File: config.mk
export PLATFORM = sky130hd
export DESIGN_NAME = quad_timer
export DESIGN_NICKNAME = d
export VERILOG_FILES = /design/src/rtl/quad_timer.sv
export SDC_FILE = /design/constraint.sdc
export NUM_CORES = 1
export LEC_CHECK = 0
export ABC_AREA = 1
export BUFFER_PORTS_ARGS = -buffer_cell sky130_fd_sc_hd__buf_2
export CORE_MARGIN = 5
export CORE_UTILIZATION = 45
export CTS_CLUSTER_SIZE = 8
export DETAILED_ROUTE_END_ITERATION = 7
export PLACE_DENSITY = 0.63
export SLEW_MARGIN = 20
export SYNTH_ARGS = -nofsm -noshare
export SYNTH_HDL_FRONTEND = slang
export SYNTH_SLANG_ARGS = --single-unit
File: constraint.sdc
create_clock -name clk -period 2.2 [get_ports clk]
set_input_delay 0.44 -clock clk [delete_from_list [all_inputs] [get_ports clk]]
set_output_delay 0.44 -clock clk [all_outputs]
set_load 0.005 [all_outputs]
File: src/rtl/quad_timer.sv
module quad_timer #(
  parameter int NARROW_W = 16,
  parameter int WIDE_W   = 32,
  parameter int FREE_W   = 40,
  parameter int AW       = 4
) (
  input  logic          clk,
  input  logic          rst_n,
  input  logic          tick_slow,
  input  logic          tick_fast,
  input  logic          tick_free,
  input  logic          bus_we,
  input  logic [AW-1:0] bus_addr,
  input  logic [31:0]   bus_wdata,
  output logic [31:0]   bus_rdata,
  output logic [2:0]    irq
);
  localparam int NCH = 3;
  localparam logic [AW-1:0] ADDR_FREE_LO = AW'(12);
  localparam logic [AW-1:0] ADDR_FREE_HI = AW'(13);

  logic [31:0] load_q [NCH];
  logic [31:0] cnt_q  [NCH];
  logic [2:0]  ctrl_q [NCH];
  logic [NCH-1:0] uf;
  logic [NCH-1:0] pend_q;
  logic [FREE_W-1:0] free_q;
  logic free_en_q;

  for (genvar i = 0; i < NCH; i++) begin : g_ch
    localparam int CW = (i == 2) ? WIDE_W : NARROW_W;
    localparam logic [31:0] MASK = (CW >= 32) ? 32'hFFFF_FFFF : 32'((64'd1 << CW) - 64'd1);
    localparam logic [AW-1:0] BASE = AW'(4 * i);

    wire wr_load = bus_we && (bus_addr == BASE);
    wire wr_ctrl = bus_we && (bus_addr == BASE + AW'(2));
    wire wr_clr  = bus_we && (bus_addr == BASE + AW'(3));
    wire tk      = ctrl_q[i][0] ? tick_fast : tick_slow;
    wire step    = ctrl_q[i][2] && tk && !wr_load;

    assign uf[i] = step && (cnt_q[i] == 32'd0);

    always_ff @(posedge clk or negedge rst_n) begin
      if (!rst_n) begin
        load_q[i] <= '0;
        cnt_q[i]  <= '0;
        ctrl_q[i] <= '0;
        pend_q[i] <= 1'b0;
      end else begin
        if (wr_load) begin
          load_q[i] <= bus_wdata & MASK;
          cnt_q[i]  <= bus_wdata & MASK;
        end else if (step) begin
          if (cnt_q[i] == 32'd0) cnt_q[i] <= ctrl_q[i][1] ? load_q[i] : MASK;
          else                   cnt_q[i] <= cnt_q[i] - 32'd1;
        end
        if (wr_ctrl) ctrl_q[i] <= {bus_wdata[7], bus_wdata[6], bus_wdata[3]};
        if (uf[i])       pend_q[i] <= 1'b1;
        else if (wr_clr) pend_q[i] <= 1'b0;
      end
    end
  end

  assign irq = pend_q;

  wire wr_free_hi = bus_we && (bus_addr == ADDR_FREE_HI);

  always_ff @(posedge clk or negedge rst_n) begin
    if (!rst_n) begin
      free_q    <= '0;
      free_en_q <= 1'b0;
    end else if (wr_free_hi) begin
      free_en_q <= bus_wdata[8];
      if (!bus_wdata[8]) free_q <= '0;
    end else if (free_en_q && tick_free) begin
      free_q <= free_q + 1'b1;
    end
  end

  logic [1:0] ch_sel;
  assign ch_sel = bus_addr[3:2];

  always_comb begin
    bus_rdata = '0;
    if (bus_addr < ADDR_FREE_LO) begin
      case (bus_addr[1:0])
        2'd0: bus_rdata = load_q[ch_sel];
        2'd1: bus_rdata = cnt_q[ch_sel];
        2'd2: bus_rdata = {24'd0, ctrl_q[ch_sel][2], ctrl_q[ch_sel][1], 2'd0, ctrl_q[ch_sel][0], 3'd0};
        default: bus_rdata = '0;
      endcase
    end else if (bus_addr == ADDR_FREE_LO) begin
      bus_rdata = free_q[31:0];
    end else if (bus_addr == ADDR_FREE_HI) begin
      bus_rdata[8] = free_en_q;
      bus_rdata[FREE_W-33:0] = free_q[FREE_W-1:32];
    end
  end
endmodule

### Word level (Yosys, flattened, before mapping)

Index checks and enable logic that the tools add are counted.
Widths: inputs -> output; s select.

| cells by class | value |
|---|---|
| reduce and logical (&&, ||, !) cells | 36 |
| eq/ne operators | 13 |
| bitwise operators | 1 |
| $add $sub $neg | 4 |
| order comparisons | 2 |
| multiplexer cells | 38 |

Operators by type and width:

| cell | number |
|---|---|
| $mux 32 | 15 |
| $bmux 32 s2 | 2 |
| $mux 40 | 3 |
| $logic_not 32->1 | 3 |
| $pmux 32 s3 | 1 |
| $sub 32x1->32 const B | 3 |
| $add 40x1->40 const B | 1 |
| $mux 16 | 2 |
| $mux 23 | 1 |
| $eq 4x4->1 const B | 5 |
| $logic_and 1x1->1 | 20 |
| $mux 9 | 2 |
| $reduce_bool 2->1 | 7 |
| $eq 4x3->1 const B | 3 |
| $mux 1 | 9 |
| $eq 4x2->1 const B | 2 |
| $bmux 3 s2 | 1 |
| $mux 3 | 2 |
| $logic_not 4->1 | 1 |
| $lt 4x4->1 const B | 1 |
| $ge 3x3->1 const B | 1 |
| $logic_not 1->1 | 3 |
| $not 2->3 | 1 |
| $eq 2x1->1 const B | 1 |
| 4 further kinds | 4 |

| word-level totals | value |
|---|---|
| logic and storage cells | 108 |
| output and inout port bits | 35 |
| bits in registers | 213 |
| bits of input ports | 42 |

### Logic depth before layout (Yosys ltp)

Gate-level depths: netlist (run 1).

| depth | value |
|---|---|
| depth after elaboration | 6 |
| mapped depth | 12 |
| mapped depth without buffers | 12 |

### Least setup slack after synthesis (run 1)

OpenSTA, ideal clock, no wires.

| timing | value |
|---|---|
| kind | input to output |
| from | in bus_addr[3] |
| to | out bus_rdata[12] |
| arrival time | 1.464 ns |
| cell stages on the path | 7 |
| path buffers | 2 |
| path slack | 0.296 ns |
| data required time | 1.760 ns |
| path through | nor2_1 -> buf_2 -> clkbuf_1 -> a22oi_1 -> o21ai_0 -> nand2_1 -> o211ai_1 |

| between the ends | value |
|---|---|
| longest elaborated chain between the ends | 6 |
| elaborated cells on any way between the ends | 12 |
| those cells by class | order compare: 1; eq/ne: 1; mux: 9; bitwise: 1 |

Ends and longest elaborated chain:

| item | line | RTL |
|---|---|---|
| start: declaration | 13 | `input logic [AW-1:0] bus_addr,` |
| $not 2->3 (implied by the code) | 87, 88 |  |
| $bmux 32 s2, on equally long branches | 88, 87 |  |
| $mux 32, on equally long branches (2 in a row) | 88, 87 |  |
| $pmux 32 s3 | 86 | `case (bus_addr[1:0])` |
| $mux 32 * | 85 | `if (bus_addr < ADDR_FREE_LO) begin` |
| end: declaration | 15 | `output logic [31:0] bus_rdata,` |

Mark *: on every way between the ends. The rest lies on a longest branch, timed or not. The select of a mux whose other input is x is not followed.

### Worst setup path in the final report (run 1)

| timing | value |
|---|---|
| from | in bus_addr[1] |
| to | out bus_rdata[6] |

| between the ends | value |
|---|---|
| longest elaborated chain between the ends | 4 |
| elaborated cells on any way between the ends | 10 |
| those cells by class | order compare: 1; eq/ne: 4; mux: 4; reduce/logical: 1 |

Ends and longest elaborated chain:

| item | line | RTL |
|---|---|---|
| $eq 4x4->1 | 94 | `end else if (bus_addr == ADDR_FREE_HI) begin` |
| $mux 9 | 94 |  |
| $mux 9 | 92 | `end else if (bus_addr == ADDR_FREE_LO) begin` |
| $mux 32 * | 85 |  |

Mark *: on every way between the ends. The rest lies on a longest branch, timed or not.

==> qor.yml, run 1 <==
outcome:
  status: "finished with violations"
  violations: "setup timing"
synth:
  syn_area_sq_um: 13800
  syn_area_per_cell_sq_um: 6.77
  yosysTopAreaCellShare_pct: 38.5
  async_flop_share_pct: 100
  synth_nets: 2092
  syn-instance-count: 2045
  ys_warn_count: 0
  synth_flop_cell: "dfrtp_1"
  synth.top_cells.by_area: "dfrtp_1 39%, nand2_1 13%, nor2_1 7.8%, o21ai_0 7.6%, inv_1 7.1%"
  synth_seq_cells: 213
  synth_top_cell_by_area: "dfrtp_1"
  ys_types: 45
  synth-edff-count: 0
  yosysMostFrequentCell: "nand2_1"
  synth_seq_area_share_pct: 38.5
  synth_commonest_cells: "497 x nand2_1, 287 x nor2_1, 261 x inv_1, 213 x dfrtp_1, 211 x o21ai_0"
critical_path:
  cp-start-kind: "input port"
  ff2ff_setup_slack_ns: 0.09
  worst-path-max-fanout: 7
  worst-path-buf-inv: 4
  cp_common_cell: "buf_2"
  timing.rr.start: "cnt_q[21]$_DFFE_PN0P_"
  required_ns: 1.76
  cp_data_arrival_time_ns: 1.80
  path_cells: "buf_2 -> nor2_4 -> nand2_1 -> buf_4 -> o22ai_1 -> inv_1 -> nand4_1 -> buf_2"
  end_kind: "output port"
  reg2reg_depth: 14
  cp_slowest_stage_delay_ns: 0.22
  r2r_end: "cnt_q[22]$_DFFE_PN0P_"
  crit_type: "in2out"
  critPathTopFamily: "buffers and inverters"
  crit_slowest_cell: "buf_4"
floorplanning:
  start_util_pct: 45.3
  core_area_sq_um: 30500
  dieHeight_um: 185
  floorplan.die_area_sq_um: 34300
  ios: 77
  rows: 64
  die-width_um: 185
power_and_ir_drop:
  p_leak_nw: 8.44
  p_per_area_nw_per_um2: 1170
  vdd_drop_max_uv: 808
  power_mw: 20.6
detailed_routing:
  vias: 15600
  ant_nets: 0
  wl_per_cell_um: 22.6
  wirelength_um: 61300
  via_per_inst: 5.77
  route.detailed.drc: 0
  drt_iter0_markers: 1949
  dr.pass1.iters: 6
worst_hold_path:
  hp-class: "in2reg"
  min_path_cells: 3
  min-delay-start: "bus_wdata[21]"
  hold-path-endpoint: "load_q[21]$_DFFE_PN0P_"
sta:
  setup_tns_ns: -0.0900
  worst_pin_slew_ns: 0.559
  finClkSkew_ns: 0.0182
  setup_ws_ns: -0.0413
  hold_viol: 0
  slew_violations: 0
  fmax_mhz: 446
  period_needed_ns: 2.24
  max-slew-margin-rel_pct: 62.6
  rsz0062_at_grt: "yes"
  setup_viol: 4
  period_share_pct: 102
finish:
  area_growth_pct: 26.9
  drive_gt1_share_pct: 22.0
  nets: 2358
  final_area_sq_um: 17600
global_routing:
  grt_util_met1_pct: 49.9
  grt_pass1_wl_um: 90900
  grt-busiest-layer: "met2"
  grt_max_degree: 56
  overflow: 0
  met3_usage_pct: 7.78
  grt_pass1_vias: 14700
  grtUsageTotal_pct: 35.2
  use_met2_pct: 53.3
  antenna_found_initial: 1
cts:
  cts-htree-levels: 1
  cts-buffers-inserted: 31
  clkTransAtPathRegs_ns: 0.05
  clock_latency_ns: 0.58
  clock_sinks: 213
  cts_tree: "done"
  root_buffer: "clkbuf_16"
  clockBufferDepth: 3
placed_design:
  dp_hpwl_um: 48200
  place_area_sq_um: 15800
  portBuffers: 76
  gp_congestion: 1.07
  dp_slack_ns: -0.0752
flow_run:
  max_cap_violations: 0
-- worst max path at each step --
stage / slack [ns] / cells past startpoint / end / from
2_1_floorplan: 0.30 / 7 / bus_rdata[12] / bus_addr[3]
5_1_grt: -0.05 / 6 / bus_rdata[15] / cnt_q[79]$_DFFE_PN0P_
3_5_place_dp: -0.08 / 9 / bus_rdata[3] / bus_addr[2]
3_3_place_gp: -0.07 / 9 / bus_rdata[3] / bus_addr[2]
4_1_cts: -0.03 / 5 / bus_rdata[17] / cnt_q[81]$_DFFE_PN0P_
6_report: -0.04 / 8 / bus_rdata[6] / bus_addr[1]
-- timing repair --
item | CTS | global route
hold endpoints to repair | 47 | 0
gates resized for setup | 115 | 113
hold buffers | 1 | 0
pin swaps | 19 | 36
buffers inserted | 23 | 44
setup endpoints to repair | 30 | 51
gates cloned | 0 | 1
-- area by class of cell --
type	count	area [sq um]
fillers	3021	12900
multi-input cells	1494	7490
flip-flops and latches	213	5360
repair buffers	298	2330
inverters	273	1080
clock buffers	35	801
well taps	396	495
clock inverters	1	8.76
diodes	1	2.50
-- power breakdown --
group          leakage (nW)  internal (mW)  switching (mW)
registers              2.64           5.14            1.35
clock network         0.397           2.50            1.78
logic                  5.41           3.69            6.17
total                  8.44           11.3            9.30
-- through the flow --
stage,hold slack (ns),cells,utilization [%]
6_report,0.0952,2711,57.6
5_1_grt,0.121,2710,57.6
4_1_cts,0.0778,2670,55.5
3_5_place_dp,0.400,2617,51.9
3_3_place_gp,0.395,2617,51.9
2_1_floorplan,0.144,2045,-
-- flip-flops by register name, indices dropped and copies added (netlist names) --
register   flops
cnt_q         96
free_en_q      1
ctrl_q         9
free_q        40
load_q        64
irq            3
-- logic make-up after synthesis --
logic type	count (synthesis)	synth area share, %
buffers and inverters	338	9.43
DFF	213	38.5
xor gates and xnor gates	51	3.23
AOI/OAI and AO/OA	406	16.8
adders and majority gates	5	0.452
muxes	1	0.0814
and+or+nand+nor	1031	31.5
-- cells in the final DEF (no fill, tap or decap), types with 7 or more instances in the layout --
cell type  instances
nand2_1          494
nor2_1           281
inv_1            198
dfrtp_1          193
buf_4            187
o21ai_0          169
nand3_1          138
buf_2             74
inv_2             57
a21oi_1           51
xor2_1            46
nand4_1           44
o21ai_1           42
o211ai_1          38
o22ai_1           34
clkbuf_16         32
nor3_1            27
dfrtp_2           20
buf_6             17
o22ai_2           16
nor2_2            15
buf_12            14
inv_4             13
a22oi_2           13
nor2_4             8
o221ai_1           8
a22oi_1            8
nand2_2            7
o21ai_2            7
-- worst reg2reg max path: cells and delay by family, from the launching register on --
| family | cells | cell delay [ns] |
|---|---|---|
| AO/OA/AOI/OAI | 1 | 0.13 |
| AND/OR/NAND/NOR | 8 | 0.79 |
| flip-flops | 1 | 0.40 |
| buffers and inverters | 5 | 0.68 |
-- layer usage --
layer / part of all wire, % / vias to the layer above
met4: 3.4 / 0
met1: 43 / 7516
met2: 44 / 752
li1: - / 7246
met3: 9.2 / 117
met5: 0 / -
No activity file was read; power rests on OpenSTA's default activity.
==> inputs of run 2 (changes only) <==
- GPL_TIMING_DRIVEN: unset -> 0
- PLACE_DENSITY: 0.63 -> unset
- PLACE_DENSITY_LB_ADDON: unset -> 0.15
==> qor.yml, run 2 (synthesized netlist as in run 1, its figures left out) <==
global_routing:
  grt_max_degree: 93  # +66%
  grt_pass1_wl_um: 89900  # -1.0%
  use_met2_pct: 53.2  # -0.058 points
  grtUsageTotal_pct: 34.8  # -0.37 points
  grt_util_met1_pct: 48.9  # -1.0 points
  met3_usage_pct: 6.36  # -1.4 points
  grt-busiest-layer: "met2"
  overflow: 0  # unchanged
  grt_pass1_vias: 14500  # -0.91%
  antenna_found_initial: 1  # unchanged
critical_path:
  reg2reg_depth: 10  # -4
  crit_type: "reg2out"
  required_ns: 1.76  # about the same
  worst-path-max-fanout: 4  # -3
  timing.rr.start: "cnt_q[29]$_DFFE_PN0P_"
  cp-start-kind: "flip-flop"
  cp_data_arrival_time_ns: 1.84  # +0.04 ns
  critPathLaunch: "cnt_q[70]$_DFFE_PN0P_"
  ff2ff_setup_slack_ns: 0.11  # +0.02 ns
  end_kind: "output port"
  r2r_end: "cnt_q[13]$_DFFE_PN0P_"
outcome:
  status: "finished with violations"
  violations: "setup timing"
finish:
  regMostFlops: "cnt_q"
  largest_reg_flops: 96  # unchanged
  multi_input_area_sq_um: 7710  # +2.9%
  fillCellCount: 3030  # +0.30%
  final_common_cell: "nand2_1"
  seq_area_sq_um: 5380  # +0.44%
  top_regs: "cnt_q: 96 flops, load_q: 64 flops, free_q: 40 flops"
  layout_common_cells: "490 x nand2_1, 263 x nor2_1, 206 x inv_1"
  drive_gt1_share_pct: 20.0  # -2.1 points
  final_area_sq_um: 16800  # -4.3%
  nets: 2258  # -4.2%
  finish.utilization_pct: 55.1  # -2.5 points
  stdcell_count: 2611  # -3.7%
  area_growth_pct: 21.4
sta:
  slew_violations: 0  # unchanged
  setup_viol: 9  # +5
  worst_pin_slew_ns: 0.767  # +0.207 ns
  setup_ws_ns: -0.0840  # -0.0426 ns
  finClkSkew_ns: 0.0354  # +0.0172 ns
  max-slew-margin-rel_pct: 48.5  # -14 points
  fmax_mhz: 438  # -1.9%
  rsz0062_at_grt: "yes"
  period_share_pct: 104  # +1.9 points
  hold_viol: 0  # unchanged
  hold_ws_ns: 0.0959  # +0.000673 ns
  period_needed_ns: 2.28  # +0.0426 ns
detailed_routing:
  route.detailed.drc: 0  # unchanged
  drt_iter0_markers: 1692  # -13%
  vias: 15400  # -1.2%
  dr.pass1.iters: 6  # unchanged
  wl_per_cell_um: 23.3  # +2.9%
  ant_nets: 0  # unchanged
  via_per_inst: 5.92  # +2.6%
  wirelength_um: 60800  # -0.85%
floorplanning:
  rows: 64  # unchanged
  ios: 77  # unchanged
  start_util_pct: 45.3  # unchanged
  die-width_um: 185  # unchanged
  core_area_sq_um: 30500  # unchanged
  dieHeight_um: 185  # unchanged
  floorplan.die_area_sq_um: 34300  # unchanged
worst_hold_path:
  hp-class: "in2reg"
  hold-path-endpoint: "load_q[21]$_DFFE_PN0P_"
  min-delay-start: "bus_wdata[21]"
  min_path_cells: 3  # unchanged
placed_design:
  portBuffers: 76  # unchanged
  dp_cells: 2519  # -3.7%
  place_area_sq_um: 14800  # -6.8%
  dp_hpwl_um: 46500  # -3.4%
  gp_congestion: 1.01  # -5.1%
cts:
  clock_sinks: 213  # unchanged
  clkTransAtPathRegs_ns: 0.06  # about the same
  cts-buffers-inserted: 31  # unchanged
  cts_tree: "done"
  cts-htree-levels: 1  # unchanged
  clockBufferDepth: 3  # unchanged
  root_buffer: "clkbuf_16"
  clock_latency_ns: 0.60  # +0.02 ns
flow_run:
  max_cap_violations: 0  # unchanged
power_and_ir_drop:
  p_leak_nw: 7.87  # -6.8%
  vdd_drop_max_uv: 935  # +16%
  p_per_area_nw_per_um2: 1170  # -0.39%
==> run 2: changes by cell type in the layout (fill, tap and decap cells not counted), moves of 10 or more <==
| cell | previous run | this run |
|---|---|---|
| dfrtp_1 | 193 | 174 |
| buf_6 | 17 | 6 |
| o21ai_1 | 42 | 29 |
| buf_2 | 74 | 87 |
| o21ai_2 | 7 | 17 |
| dfrtp_2 | 20 | 39 |
| nor2_1 | 281 | 263 |
| clkbuf_1 | 3 | 21 |
| buf_4 | 187 | 62 |
| nor2_4 | 8 | 18 |
| buf_12 | 14 | 3 |
==> run 2: layout make-up <==
| type | instances | share of cell area (%) |
|---|---|---|
| antenna | 1 | 0.0149 |
| timing repair buffer | 134 | 5.37 |
| tap | 396 | 2.95 |
| multi-input combinational | 1494 | 45.9 |
| clock inverter | 2 | 0.171 |
| inverter | 273 | 6.20 |
| clock buffer | 34 | 4.80 |
| sequential | 213 | 32.0 |
| buffer | 64 | 2.58 |
==> run 2: worst max-delay path by stage <==
stage                                   to  depth (start not counted)  slack, ns
detailed placement            bus_rdata[8]                          9      -0.66
global route                 bus_rdata[17]                          5      -0.12
finish                        bus_rdata[6]                          5      -0.08
floorplan                    bus_rdata[12]                          7       0.30
global placement    free_q[30]$_DFFE_PN0P_                          1      -3.25
CTS                           bus_rdata[5]                          5      -0.07
==> run 2: timing repair <==
action | CTS | global route
hold buffers | 1 | 0
setup buffers | 36 | 19
cloned | 0 | 0
pin swaps | 25 | 39
resized for setup | 204 | 127
endpoints found under the hold margin | 56 | 0
setup endpoints to repair | 68 | 111
==> run 2: per-layer routing <==
| layer | share of wire [%] | wire length, um |
|---|---|---|
| met5 | 0.046 | 28 |
| met4 | 4.6 | 2780 |
| met3 | 9.7 | 5890 |
| met2 | 44 | 26700 |
| met1 | 42 | 25400 |
==> run 2: power by group <==
part | total (mW) | internal [mW] | switching (mW) | leakage (nW)
Clock | 4.38 | 2.55 | 1.83 | 0.411
Sequential | 6.64 | 5.16 | 1.48 | 2.62
Combinational | 8.64 | 2.89 | 5.74 | 4.84
==> run 2: per-stage QoR <==
stage / setup TNS, ns / setup WS, ns / power [mW]
finish: -0.206 / -0.0840 / 19.7
detailed placement: -23.67 / -0.657 / 13.8
CTS: -0.215 / -0.0735 / 18.9
global placement: -711.36 / -3.25 / 13.7
floorplan: 0 / 0.296 / 11.0
global route: -0.416 / -0.119 / 20.7
==> run 2: critical path, cell delays in order, from the launching register on <==
cell,delay [ns]
dfrtp_1,0.40
inv_2,0.12
o22ai_2,0.11
o21ai_1,0.19
nand4_1,0.24
buf_2,0.21
==> inputs of run 3 (changes only) <==
- CORE_UTILIZATION: 45 -> 60
==> qor.yml, run 3 (synthesized netlist as in run 1, its figures left out) <==
cts:
  cts_tree: "done"
  clock_sinks: 213  # unchanged
  clock_latency_ns: 0.58  # -0.02 ns
  cts-buffers-inserted: 30  # -3.2%
  cts-htree-levels: 1  # unchanged
  root_buffer: "clkbuf_16"
  clockBufferDepth: 3  # unchanged
  clkTransAtPathRegs_ns: 0.06  # about the same
global_routing:
  grtUsageTotal_pct: 41.9  # +7.1 points
  overflow: 0  # unchanged
  grt_pass1_vias: 14800  # +1.8%
  antenna_found_initial: 1  # unchanged
  grt_max_degree: 85  # -8.6%
  grt_pass1_wl_um: 84800  # -5.7%
critical_path:
  timing.rr.start: "cnt_q[19]$_DFFE_PN0P_"
  cp_data_arrival_time_ns: 1.87  # +0.03 ns
  cp-start-kind: "flip-flop"
  reg2reg_depth: 9  # -1
  end_kind: "output port"
  ff2ff_setup_slack_ns: 0.11  # about the same
  crit_type: "reg2out"
  worst-path-max-fanout: 3  # -1
  r2r_end: "cnt_q[25]$_DFFE_PN0P_"
  required_ns: 1.76  # about the same
sta:
  fmax_mhz: 433  # -1.2%
  slew_violations: 0  # unchanged
  period_share_pct: 105  # +1.2 points
  finClkSkew_ns: 0.0252  # -0.0102 ns
  setup_tns_ns: -0.662  # -0.456 ns
  max-slew-margin-rel_pct: 56.2  # +7.7 points
  setup_viol: 17  # +8
  worst_pin_slew_ns: 0.658  # -0.109 ns
  setup_ws_ns: -0.111  # -0.0270 ns
  period_needed_ns: 2.31  # +0.0270 ns
  hold_ws_ns: 0.131  # +0.0351 ns
  hold_viol: 0  # unchanged
  rsz0062_at_grt: "yes"
outcome:
  violations: "setup timing"
  status: "finished with violations"
placed_design:
  portBuffers: 76  # unchanged
  dp_hpwl_um: 42800  # -8.0%
  dp_cells: 2408  # -4.4%
  place_area_sq_um: 14600  # -0.94%
  dp_slack_ns: -0.635  # +0.0222 ns
  gp_congestion: 1.27  # +26%
finish:
  layout_common_cells: "491 x nand2_1, 258 x nor2_1, 209 x inv_1"
  area_growth_pct: 20.2
  regMostFlops: "cnt_q"
  final_area_sq_um: 16600  # -1.0%
  drive_gt1_share_pct: 18.9  # -1.1 points
  top_regs: "cnt_q: 96 flops, load_q: 64 flops, free_q: 40 flops"
  final_common_cell: "nand2_1"
  nets: 2247  # -0.49%
  stdcell_count: 2488  # -4.7%
  largest_reg_flops: 96  # unchanged
detailed_routing:
  dr.pass1.iters: 6  # unchanged
  drt_iter0_markers: 2830  # +67%
  via_per_inst: 6.40  # +8.1%
  wl_per_cell_um: 23.0  # -1.4%
  wirelength_um: 57100  # -6.0%
  ant_nets: 0  # unchanged
  vias: 15900  # +3.0%
  route.detailed.drc: 0  # unchanged
worst_hold_path:
  min_path_cells: 3  # unchanged
  hp-class: "in2reg"
  hold-path-endpoint: "load_q[21]$_DFFE_PN0P_"
  min-delay-start: "bus_wdata[21]"
floorplanning:
  dieHeight_um: 162  # -13%
  die-width_um: 162  # -13%
  start_util_pct: 61.1  # +16 points
  ios: 77  # unchanged
  floorplan.die_area_sq_um: 26200  # -24%
  rows: 55  # -14%
  core_area_sq_um: 22600  # -26%
power_and_ir_drop:
  p_per_area_nw_per_um2: 1160  # -0.99%
  vdd_drop_max_uv: 953  # +2.0%
  p_leak_nw: 7.79  # -1.1%
flow_run:
  max_cap_violations: 0  # unchanged
==> run 3: cell type report <==
| cell class | instances | area (sq um) |
|---|---|---|
| antenna | 1 | 2.50 |
| buffer | 65 | 462 |
| clock buffer | 33 | 762 |
| clock inverter | 1 | 16.3 |
| fill | 1850 | 6020 |
| inverter | 273 | 1030 |
| multi-input combinational | 1494 | 7820 |
| sequential | 213 | 5370 |
| tap | 285 | 357 |
| timing repair buffer | 123 | 802 |
==> run 3: how the worst max path moves through the flow <==
stage                                startpoint                      to  slack (ns)  cells past startpoint
after CTS                 cnt_q[81]$_DFFE_PN0P_           bus_rdata[17]       -0.08                      5
after global placement                    rst_n  free_q[28]$_DFFE_PN0P_       -2.99                      1
final                     cnt_q[81]$_DFFE_PN0P_           bus_rdata[17]       -0.11                      5
after detailed placement            bus_addr[3]           bus_rdata[10]       -0.64                      8
after global routing      cnt_q[88]$_DFFE_PN0P_           bus_rdata[24]       -0.12                      5
after floorplan                     bus_addr[3]           bus_rdata[12]        0.30                      7
==> run 3: what timing repair did <==
item | in CTS | in global routing
pin swaps | 23 | 40
hold buffers | 1 | 0
cloned | 0 | 0
hold endpoints to repair | 47 | 0
gates resized for setup | 174 | 172
endpoints found under the setup margin | 66 | 106
buffers inserted | 16 | 28
==> run 3: metal layers <==
| metal | vias up | GRT usage [%] | routed length (um) |
|---|---|---|---|
| met5 | - | 0 | 76 |
| met4 | 2 | 21.1 | 3690 |
| met3 | 244 | 12.1 | 7610 |
| met2 | 1208 | 63.1 | 24400 |
| met1 | 7428 | 55.6 | 21300 |
| li1 | 7033 | - | - |
==> run 3: per-stage QoR <==
step | utilization [%] | power (mW)
3_3_place_gp | 64.4 | 13.3
4_1_cts | 70.6 | 18.0
2_1_floorplan | - | 11.0
6_report | 73.4 | 19.3
5_1_grt | 73.4 | 20.2
3_5_place_dp | 64.6 | 13.6
==> run 3: power breakdown <==
part	total, mW	leakage, nW	switching (mW)	internal [mW]
Sequential	6.66	2.62	1.50	5.16
Clock	4.12	0.380	1.73	2.39
Combinational	8.49	4.78	5.70	2.79
Total	19.3	7.79	8.92	10.3
==> run 3: worst max-delay path, stage by stage, from the launching register on <==
cell and delay, ns:
dfrtp_2 0.47, a22oi_2 0.28, o21ai_1 0.11, a22oi_1 0.18, nand2_1 0.11, buf_2 0.14
